**config.mk**
```make
export PLATFORM = sky130hd
export DESIGN_NAME = jtag_scan_engine
export DESIGN_NICKNAME = d
export VERILOG_FILES = /design/src/rtl/jse_pkg.sv /design/src/rtl/jse_div_reg.sv /design/src/rtl/jse_phase_timer.sv /design/src/rtl/jse_capture.sv /design/src/rtl/jtag_scan_engine.sv
export SDC_FILE = /design/constraint.sdc
export NUM_CORES = 1
export LEC_CHECK = 0
export ABC_AREA = 1
export CORE_MARGIN = 4
export CORE_UTILIZATION = 57
export CTS_CLUSTER_SIZE = 14
export DETAILED_ROUTE_END_ITERATION = 16
export PLACE_DENSITY = 0.86
export SYNTH_ARGS = -nofsm -noshare
export SYNTH_HDL_FRONTEND = slang
export SYNTH_SLANG_ARGS = --single-unit
export TNS_END_PERCENT = 5
```
**constraint.sdc**
```tcl
create_clock -name clk -period 6.6 [get_ports clk]
set_input_delay 0.66 -clock clk [delete_from_list [all_inputs] [get_ports clk]]
set_output_delay 0.66 -clock clk [all_outputs]
set_load 0.01 [all_outputs]
```
**src/rtl/jse_pkg.sv**
```systemverilog
package jse_pkg;
    typedef enum logic [1:0] {
        PH_IDLE = 2'd0,
        PH_LOW  = 2'd1,
        PH_HIGH = 2'd2
    } phase_e;

    // Clamp a requested length to the widest command the engine holds.
    function automatic int unsigned clamp_len(input int unsigned req, input int unsigned lim);
        return (req > lim) ? lim : req;
    endfunction
endpackage

```
**src/rtl/jse_div_reg.sv**
```systemverilog
module jse_div_reg #(
    parameter int DIV_W     = 12,
    parameter int DIV_MAX   = 3750,
    parameter int DIV_RESET = 4
) (
    input  logic             clk,
    input  logic             rst_n,
    input  logic             wr,
    input  logic [DIV_W-1:0] wr_val,
    output logic [DIV_W-1:0] div_q
);
    localparam logic [DIV_W-1:0] LIM   = DIV_W'(DIV_MAX);
    localparam logic [DIV_W-1:0] RSTV  = DIV_W'(DIV_RESET);

    typedef struct packed {
        logic [DIV_W-1:0] div;
    } dreg_t;

    dreg_t r_d, r_q;
    logic  in_range;

    always_comb begin
        r_d      = r_q;
        in_range = (wr_val != '0) && (wr_val <= LIM);
        if (wr && in_range) begin
            r_d.div = wr_val;
        end
    end

    always_ff @(posedge clk or negedge rst_n) begin
        if (!rst_n) begin
            r_q.div <= RSTV;
        end else begin
            r_q <= r_d;
        end
    end

    assign div_q = r_q.div;
endmodule

```
**src/rtl/jse_phase_timer.sv**
```systemverilog
module jse_phase_timer #(
    parameter int DIV_W = 12
) (
    input  logic             clk,
    input  logic             rst_n,
    input  logic             load,
    input  logic [DIV_W-1:0] load_val,
    output logic             expire
);
    typedef struct packed {
        logic [DIV_W-1:0] cnt;
    } tmr_t;

    tmr_t r_d, r_q;

    always_comb begin
        r_d = r_q;
        if (load) begin
            r_d.cnt = load_val - DIV_W'(1);
        end else if (r_q.cnt != '0) begin
            r_d.cnt = r_q.cnt - DIV_W'(1);
        end
    end

    always_ff @(posedge clk or negedge rst_n) begin
        if (!rst_n) begin
            r_q.cnt <= '0;
        end else begin
            r_q <= r_d;
        end
    end

    assign expire = (r_q.cnt == '0);
endmodule

```
**src/rtl/jse_capture.sv**
```systemverilog
module jse_capture #(
    parameter int MAX_BITS = 32,
    localparam int IDX_W   = $clog2(MAX_BITS)
) (
    input  logic                clk,
    input  logic                rst_n,
    input  logic                clear,
    input  logic                cap_en,
    input  logic [IDX_W-1:0]    cap_idx,
    input  logic                cap_bit,
    output logic [MAX_BITS-1:0] word
);
    typedef struct packed {
        logic [MAX_BITS-1:0] w;
    } cap_t;

    cap_t r_d, r_q;

    always_comb begin
        r_d = r_q;
        if (clear) begin
            r_d.w = '0;
        end else if (cap_en) begin
            for (int i = 0; i < MAX_BITS; i++) begin
                if (cap_idx == IDX_W'(i)) begin
                    r_d.w[i] = cap_bit;
                end
            end
        end
    end

    always_ff @(posedge clk or negedge rst_n) begin
        if (!rst_n) begin
            r_q.w <= '0;
        end else begin
            r_q <= r_d;
        end
    end

    assign word = r_q.w;
endmodule

```
**src/rtl/jtag_scan_engine.sv**
```systemverilog
module jtag_scan_engine
    import jse_pkg::*;
#(
    parameter int MAX_BITS  = 32,
    parameter int DIV_W     = 12,
    parameter int DIV_MAX   = 3750,
    parameter int DIV_RESET = 4,
    localparam int LEN_W    = $clog2(MAX_BITS + 1),
    localparam int IDX_W    = $clog2(MAX_BITS)
) (
    input  logic                clk,
    input  logic                rst_n,
    input  logic                enable,
    input  logic                div_wr,
    input  logic [DIV_W-1:0]    div_val,
    output logic [DIV_W-1:0]    div_active,
    input  logic                cmd_valid,
    output logic                cmd_ready,
    input  logic [LEN_W-1:0]    cmd_len,
    input  logic [MAX_BITS-1:0] cmd_tms,
    input  logic [MAX_BITS-1:0] cmd_tdi,
    output logic                rsp_done,
    output logic [MAX_BITS-1:0] rsp_tdo,
    output logic                tck_o,
    output logic                tck_oe,
    output logic                tms_o,
    output logic                tms_oe,
    output logic                tdi_o,
    output logic                tdi_oe,
    input  logic                tdo_i
);
    localparam logic [LEN_W-1:0] LEN_LIM = LEN_W'(MAX_BITS);

    typedef struct packed {
        phase_e              phase;
        logic [LEN_W-1:0]    remain;
        logic [IDX_W-1:0]    idx;
        logic [MAX_BITS-1:0] tms_sh;
        logic [MAX_BITS-1:0] tdi_sh;
        logic                tck;
        logic                done;
        logic                drv;
        logic [DIV_W-1:0]    cdiv;
    } eng_t;

    eng_t r_d, r_q;

    logic             accept;
    logic [LEN_W-1:0] eff_len;
    logic             t_load;
    logic [DIV_W-1:0] t_val;
    logic             t_expire;
    logic             c_clear;
    logic             c_en;

    // Divisor register with range filtering.
    jse_div_reg #(
        .DIV_W     (DIV_W),
        .DIV_MAX   (DIV_MAX),
        .DIV_RESET (DIV_RESET)
    ) u_div (
        .clk    (clk),
        .rst_n  (rst_n),
        .wr     (div_wr),
        .wr_val (div_val),
        .div_q  (div_active)
    );

    // Half-period timer.
    jse_phase_timer #(
        .DIV_W (DIV_W)
    ) u_tmr (
        .clk      (clk),
        .rst_n    (rst_n),
        .load     (t_load),
        .load_val (t_val),
        .expire   (t_expire)
    );

    // Captured data-out packing.
    jse_capture #(
        .MAX_BITS (MAX_BITS)
    ) u_cap (
        .clk     (clk),
        .rst_n   (rst_n),
        .clear   (c_clear),
        .cap_en  (c_en),
        .cap_idx (r_q.idx),
        .cap_bit (tdo_i),
        .word    (rsp_tdo)
    );

    assign cmd_ready = enable && (r_q.phase == PH_IDLE);
    assign accept    = cmd_valid && cmd_ready;
    assign eff_len   = (cmd_len > LEN_LIM) ? LEN_LIM : cmd_len;

    always_comb begin
        r_d     = r_q;
        r_d.done = 1'b0;
        r_d.drv  = enable;
        t_load  = 1'b0;
        t_val   = r_q.cdiv;
        c_clear = 1'b0;
        c_en    = 1'b0;

        if (!enable) begin
            r_d.phase  = PH_IDLE;
            r_d.tck    = 1'b0;
            r_d.remain = '0;
        end else begin
            unique case (r_q.phase)
                PH_IDLE: begin
                    if (accept) begin
                        c_clear    = 1'b1;
                        r_d.tms_sh = cmd_tms;
                        r_d.tdi_sh = cmd_tdi;
                        r_d.idx    = '0;
                        r_d.cdiv   = div_active;
                        if (eff_len == '0) begin
                            r_d.done = 1'b1;
                        end else begin
                            r_d.phase  = PH_LOW;
                            r_d.remain = eff_len;
                            t_load     = 1'b1;
                            t_val      = div_active;
                        end
                    end
                end
                PH_LOW: begin
                    if (t_expire) begin
                        r_d.tck   = 1'b1;
                        r_d.phase = PH_HIGH;
                        c_en      = 1'b1;
                        t_load    = 1'b1;
                    end
                end
                PH_HIGH: begin
                    if (t_expire) begin
                        r_d.tck = 1'b0;
                        t_load  = 1'b1;
                        if (r_q.remain == LEN_W'(1)) begin
                            r_d.phase  = PH_IDLE;
                            r_d.remain = '0;
                            r_d.done   = 1'b1;
                        end else begin
                            r_d.phase  = PH_LOW;
                            r_d.remain = r_q.remain - LEN_W'(1);
                            r_d.idx    = r_q.idx + IDX_W'(1);
                            r_d.tms_sh = r_q.tms_sh >> 1;
                            r_d.tdi_sh = r_q.tdi_sh >> 1;
                        end
                    end
                end
                default: begin
                    r_d.phase = PH_IDLE;
                    r_d.tck   = 1'b0;
                end
            endcase
        end
    end

    always_ff @(posedge clk or negedge rst_n) begin
        if (!rst_n) begin
            r_q.phase  <= PH_IDLE;
            r_q.remain <= '0;
            r_q.idx    <= '0;
            r_q.tms_sh <= '0;
            r_q.tdi_sh <= '0;
            r_q.tck    <= 1'b0;
            r_q.done   <= 1'b0;
            r_q.drv    <= 1'b0;
            r_q.cdiv   <= DIV_W'(DIV_RESET);
        end else begin
            r_q <= r_d;
        end
    end

    assign rsp_done = r_q.done;
    assign tck_o    = r_q.tck;
    assign tms_o    = r_q.tms_sh[0];
    assign tdi_o    = r_q.tdi_sh[0];
    assign tck_oe   = r_q.drv;
    assign tms_oe   = r_q.drv;
    assign tdi_oe   = r_q.drv;
endmodule

```
After elaboration in Yosys (flattened, before gate mapping):

Cells that the tools add are included.

* reductions and logical operators: 83
* multiplexer cells: 68
* equality and inequality tests: 43
* magnitude comparators: 2
* add/sub/neg operators: 4

Operators with widths (number)
* $pmux 75 s2: 1
* $eq 5x5->1 const B: 16
* $mux 79: 1
* $mux 77: 1
* $mux 12: 6
* $reduce_bool 2->1: 35
* $mux 69: 1
* $mux 32: 2
* $reduce_and 2->1: 32
* $mux 1: 47
* $eq 5x4->1 const B: 8
* $reduce_bool 12->1: 2
* $sub 12x1->12 const B: 2
* $eq 5x3->1 const B: 4
* $mux 8: 2
* $le 12x12->1 const B: 1
* $logic_not 12->1: 1
* $ne 3x3->1 const B: 4
* $eq 5x2->1 const B: 2
* $ne 2x2->1 const B: 4
* $reduce_and 4->1: 2
* $mux 7: 1
* $eq 6x1->1 const B: 1
* $gt 6x6->1 const B: 1
* 18 further kinds: 23

* register bits after elaboration: 148
* output and inout port bits: 52
* input bits: 88

Depth between registers and ports, before layout:

* depth in word-level cells: 9
* mapped depth: 17

Cells and area by module:

A second synthesis with hierarchy kept.

* cell total of the unflattened synthesis: 1151
* area total of the unflattened synthesis: 8299.2 µm²

By module, submodules not included
* jtag_scan_engine: times used 1, cells an instance 645, area each 4829.6 µm²
* jse_capture: times used 1, cells an instance 278, area each 1866.8 µm²
* jse_phase_timer: times used 1, cells an instance 147, area each 983.4 µm²
* jse_div_reg: times used 1, cells an instance 81, area each 619.3 µm²

Worst setup path before layout:

No wires, ideal clock.

* kind: in2reg
* start point: input port cmd_len[0]
* end point: register u_tmr.r_q[10] (netlist name)
* arrival time: 2.187 ns
* setup time: 0.130 ns
* setup slack: 4.283 ns
* cell stages on the path: 14
* cell sequence: o21ai_1 > nand3_2 > nand2_4 > nand2_4 > nand2_4 > buf_6 > nand2_1 > nand2_2 > ha_1 > nand3_2 > nor3_4 > nand3_1 > nand2_1 > nor2_1

* word-level cells in the longest chain between the ends: 9

Ends and longest elaborated chain
* start: declaration: line jtag_scan_engine.sv:19 `input logic [LEN_W-1:0] cmd_len,`
* $gt 6x6->1: line jtag_scan_engine.sv:95 `assign eff_len = (cmd_len > LEN_LIM) ? LEN_LIM : cmd_len;`
* $mux 6 (*): line jtag_scan_engine.sv:95
* $logic_not 6->1 (*): line jtag_scan_engine.sv:119 `if (eff_len == '0) begin`
* $mux 12: line jtag_scan_engine.sv:119
* $mux 12: line jtag_scan_engine.sv:113 `if (accept) begin`
* $mux 12: line jtag_scan_engine.sv:111 `unique case (r_q.phase)`
* $mux 12: line jtag_scan_engine.sv:106 `if (!enable) begin`
* $sub 12x1->12: line jse_phase_timer.sv:19 `r_d.cnt = load_val - DIV_W'(1);`
* $mux 12: line jse_phase_timer.sv:18 `if (load) begin`
* end signal: assignment: line jse_phase_timer.sv:29 `r_q <= r_d;`
* end: declaration: line jse_phase_timer.sv:14 `tmr_t r_d, r_q;`

Every way passes the cells marked *; elsewhere a longest branch is shown, timed or not.
A chain may end at the register's enable or synchronous reset.

Final worst setup path:

* start point: register r_q[90] (netlist name)
* end point: register r_q[81] (netlist name)

* word-level cells in the longest chain between the ends: 5

Ends and longest elaborated chain
* start: declaration: line jtag_scan_engine.sv:46 `eng_t r_d, r_q;`
* start signal: assignment: line jtag_scan_engine.sv:174 `r_q <= r_d;`
* $logic_not 2->1: line jtag_scan_engine.sv:93, jtag_scan_engine.sv:111
* $logic_and 1x1->1: line jtag_scan_engine.sv:93 `assign cmd_ready = enable && (r_q.phase == PH_IDLE);`
* $logic_and 1x1->1: line jtag_scan_engine.sv:94 `assign accept = cmd_valid && cmd_ready;`
* $ne 2x2->1 (no source line)
* $reduce_and 5->1 (no source line)

Parallel ways exist; a longest one is shown, timed or not.

==> results.json <==
{
  "syn_inst": 966,
  "setup_tns_ns": 0,
  "p_int_mw": 2.26,
  "vias_per_cell": 5.49,
  "wl_per_cell_um": 15.0,
  "crit_path_max_incr_delay_ns": 0.81,
  "fp-row-count": 42,
  "synth.cell_area_mm2": 0.00764,
  "start_kind": "register",
  "drc": 0,
  "dr.pass1.iters": 6,
  "postCtsSetupBuffers": 0,
  "dp.cells": 1233,
  "cts_resized": 0,
  "ys_top_cells_by_count": "229 x nand2_1, 146 x dfrtp_1, 142 x a21oi_1",
  "slew_headroom_pct": 27.2,
  "htree_num_levels": 4,
  "die_w_um": 124,
  "coreArea_mm2": 0.0132,
  "cp_cell_sequence": "inv_1 > ha_1 > inv_2 > buf_4 > a21oi_2 > o21ai_0 > nor2_2 > o21ai_4 > inv_2 > nand2_1 > a21oi_1",
  "cp_top_family": "buffers and inverters",
  "num_vias": 6941,
  "hold_viol_final": 0,
  "p_leak_nw": 4.46,
  "n_antenna_cell": 0,
  "r2r-start": "r_q[90]",
  "synth_seq_cells": 148,
  "grt_start_max_net_pins": 77,
  "drv_slew": 0,
  "fin_crit_ns": 3.28,
  "pre_cts_ws_ns": 3.12,
  "nFillCells": 974,
  "die_area_mm2": 0.0153,
  "synth.top_cell.area_share_pct": 47.8,
  "clk_latency_ns": 0.41,
  "yosys_warnings": 0,
  "ant_nets": 0,
  "switching_share_pct": 36.6,
  "finalWorstSetupSlack_ns": 3.32,
  "yosysMostFrequentCell": "nand2_1",
  "worstPathMaxFanout": 76,
  "layout-drive-gt1-share_pct": 6.34,
  "hp-class": "in -> async",
  "slowest_stage": "inv_2",
  "synth_flop_cell": "dfrtp_1",
  "p_total_mw": 3.57,
  "die_y_um": 124,
  "crit_cells": 11,
  "switching_power_mw": 1.30,
  "gp_congestion": 0.872,
  "drt-total-wl_um": 18900,
  "cts_hold_buf": 0,
  "syn_nets": 1068,
  "grt_usage_pct": 25.1,
  "crit_top_cell": "inv_2",
  "synth_top_cell_by_area": "dfrtp_1",
  "clock-sinks": 148,
  "drtIter0Drc": 795,
  "clkPwrFrac_pct": 27.3,
  "cts_root_buf": "clkbuf_16",
  "antenna_found_initial": 0,
  "synth_area_leaders": "dfrtp_1 48%, nand2_1 11%, a21oi_1 9.3%",
  "critPathBufInv": 4,
  "startpoint": "r_q[90]",
  "final-seq-area_mm2": 0.00371,
  "clockBufferDepth": 2,
  "vdd_drop_max_v": 0.000209,
  "power_frac_comb_pct": 33.3,
  "end_kind": "register",
  "drv_cap": 0,
  "nNetsFinal": 1178,
  "min_period_over_period_pct": 49.7,
  "area_delta_synth_final_pct": 26.2,
  "ys_async_sr_fraction_pct": 100,
  "fin_worst_skew_ns": 0.0115,
  "io_pins": 140,
  "crit_required_ns": 6.93,
  "reg2reg_depth": 11,
  "initial_core_util_pct": 57.9,
  "grt-ovfl-total": 0,
  "ys_seq_area_share_pct": 48.5,
  "setup_viol": 0,
  "critical_path.endpoint": "r_q[81]",
  "worstMarginPinSlew_ns": 1.09,
  "dp_hpwl_um": 12700,
  "instances_no_fill": 1264,
  "cts_buffers": 17,
  "synth_edf_count": 0,
  "rr_endpoint": "r_q[81]",
  "port_buffers": 139,
  "grt_pass1_wl_um": 30700,
  "reg2reg_slack_ns": 3.32,
  "post-route-util_pct": 73.1,
  "cts_tree": "done",
  "power.density_mw_per_mm2": 370,
  "seqPwrFrac_pct": 39.4,
  "rsz0062_at_grt": "no",
  "avgSynthCellArea_um2": 7.91,
  "status": "complete, no violations",
  "arrival_ns": 3.61,
  "yosysUniqueCellTypes": 41,
  "clk_pin_slew_ns": 0.06,
  "multiInputGateArea_mm2": 0.00335,
  "first_global_vias": 6353,
  "max_freq_ghz": 0.305,
  "worstSetupPathType": "reg -> reg"
}
## power by group through the flow
stage | sequential (mW) | clock (mW) | combinational (mW)
global placement | 1.40 | 0 | 1.13
detailed placement | 1.40 | 0 | 1.17
CTS | 1.40 | 0.983 | 1.18
global route | 1.44 | 1.03 | 1.33
floorplan | 1.37 | 0 | 0.866
finish | 1.41 | 0.975 | 1.19
## worst min path at each step
stage                     endpoint  depth (start not counted)
floorplan                   r_q[0]                          0
global placement            r_q[5]                          2
detailed placement         r_q[78]                          2
CTS                  u_cap.word[1]                          1
global route        u_div.div_q[8]                          1
finish               u_tmr.r_q[11]                          1
## state kept, by name, indices dropped and copies added, names as in the netlist
name         cells
tck_oe           1
rsp_done         1
tck_o            1
u_cap.word      32
u_tmr.r_q       12
tdi_o            1
r_q             87
tms_o            1
u_div.div_q     12
## metrics by stage
stage | instance area, µm² | hold slack (ns)
finish | 9640 | 0.281
global placement | 9050 | 0.456
global route | 9640 | 0.322
detailed placement | 9050 | 0.458
floorplan | 7640 | 0.364
CTS | 9640 | 0.292
## layer usage
| metal | track usage (%) | wire [µm] | share of wire (%) |
|---|---|---|---|
| met1 | 35.9 | 8310 | 44 |
| met2 | 39.0 | 9060 | 48 |
| met3 | 4.45 | 1190 | 6.3 |
| met4 | 8.10 | 371 | 2.0 |
| met5 | 0 | 0 | 0 |
## logic make-up after synthesis
| logic type | Yosys count | synth area share (%) |
|---|---|---|
| simple gates | 401 | 22.0 |
| compound gates | 255 | 18.8 |
| flops | 148 | 48.5 |
| buf+inv | 143 | 7.83 |
| fa+ha+maj | 14 | 2.29 |
| xor+xnor | 5 | 0.573 |
## area by class of cell
cell class                      instances  area share, %
Sequential cell                       148           38.4
Multi-Input combinational cell        675           34.8
Timing Repair Buffer                  144           14.8
Clock buffer                           19           4.59
Inverter                               90           3.50
Tap cell                              176           2.28
Clock inverter                         12           1.60
## worst register-to-register path, cell delays in order (launching register included)
cell and delay, ns:
dfrtp_1 0.42, inv_1 0.12, ha_1 0.20, inv_2 0.03, buf_4 0.35, a21oi_2 0.37
o21ai_0 0.16, nor2_2 0.30, o21ai_4 0.10, inv_2 0.81, nand2_1 0.15, a21oi_1 0.19
## placed cells by master, fill, tap and decap left out, types with 4 or more instances in the layout
cell and instances:
nand3_1 44, nand2_1 229, o21ai_1 4, xor2_1 4, clkbuf_16 17, nor2_2 4, ha_1 14, inv_1 86
nand2_4 5, nor2_1 102, o21ai_2 5, buf_4 5, o31ai_1 32, o22ai_1 5, dfrtp_1 146, clkdlybuf4s50_1 138
a21oi_1 142, clkinv_2 4, o21ai_0 54
No activity file was read; power rests on OpenSTA's default activity.
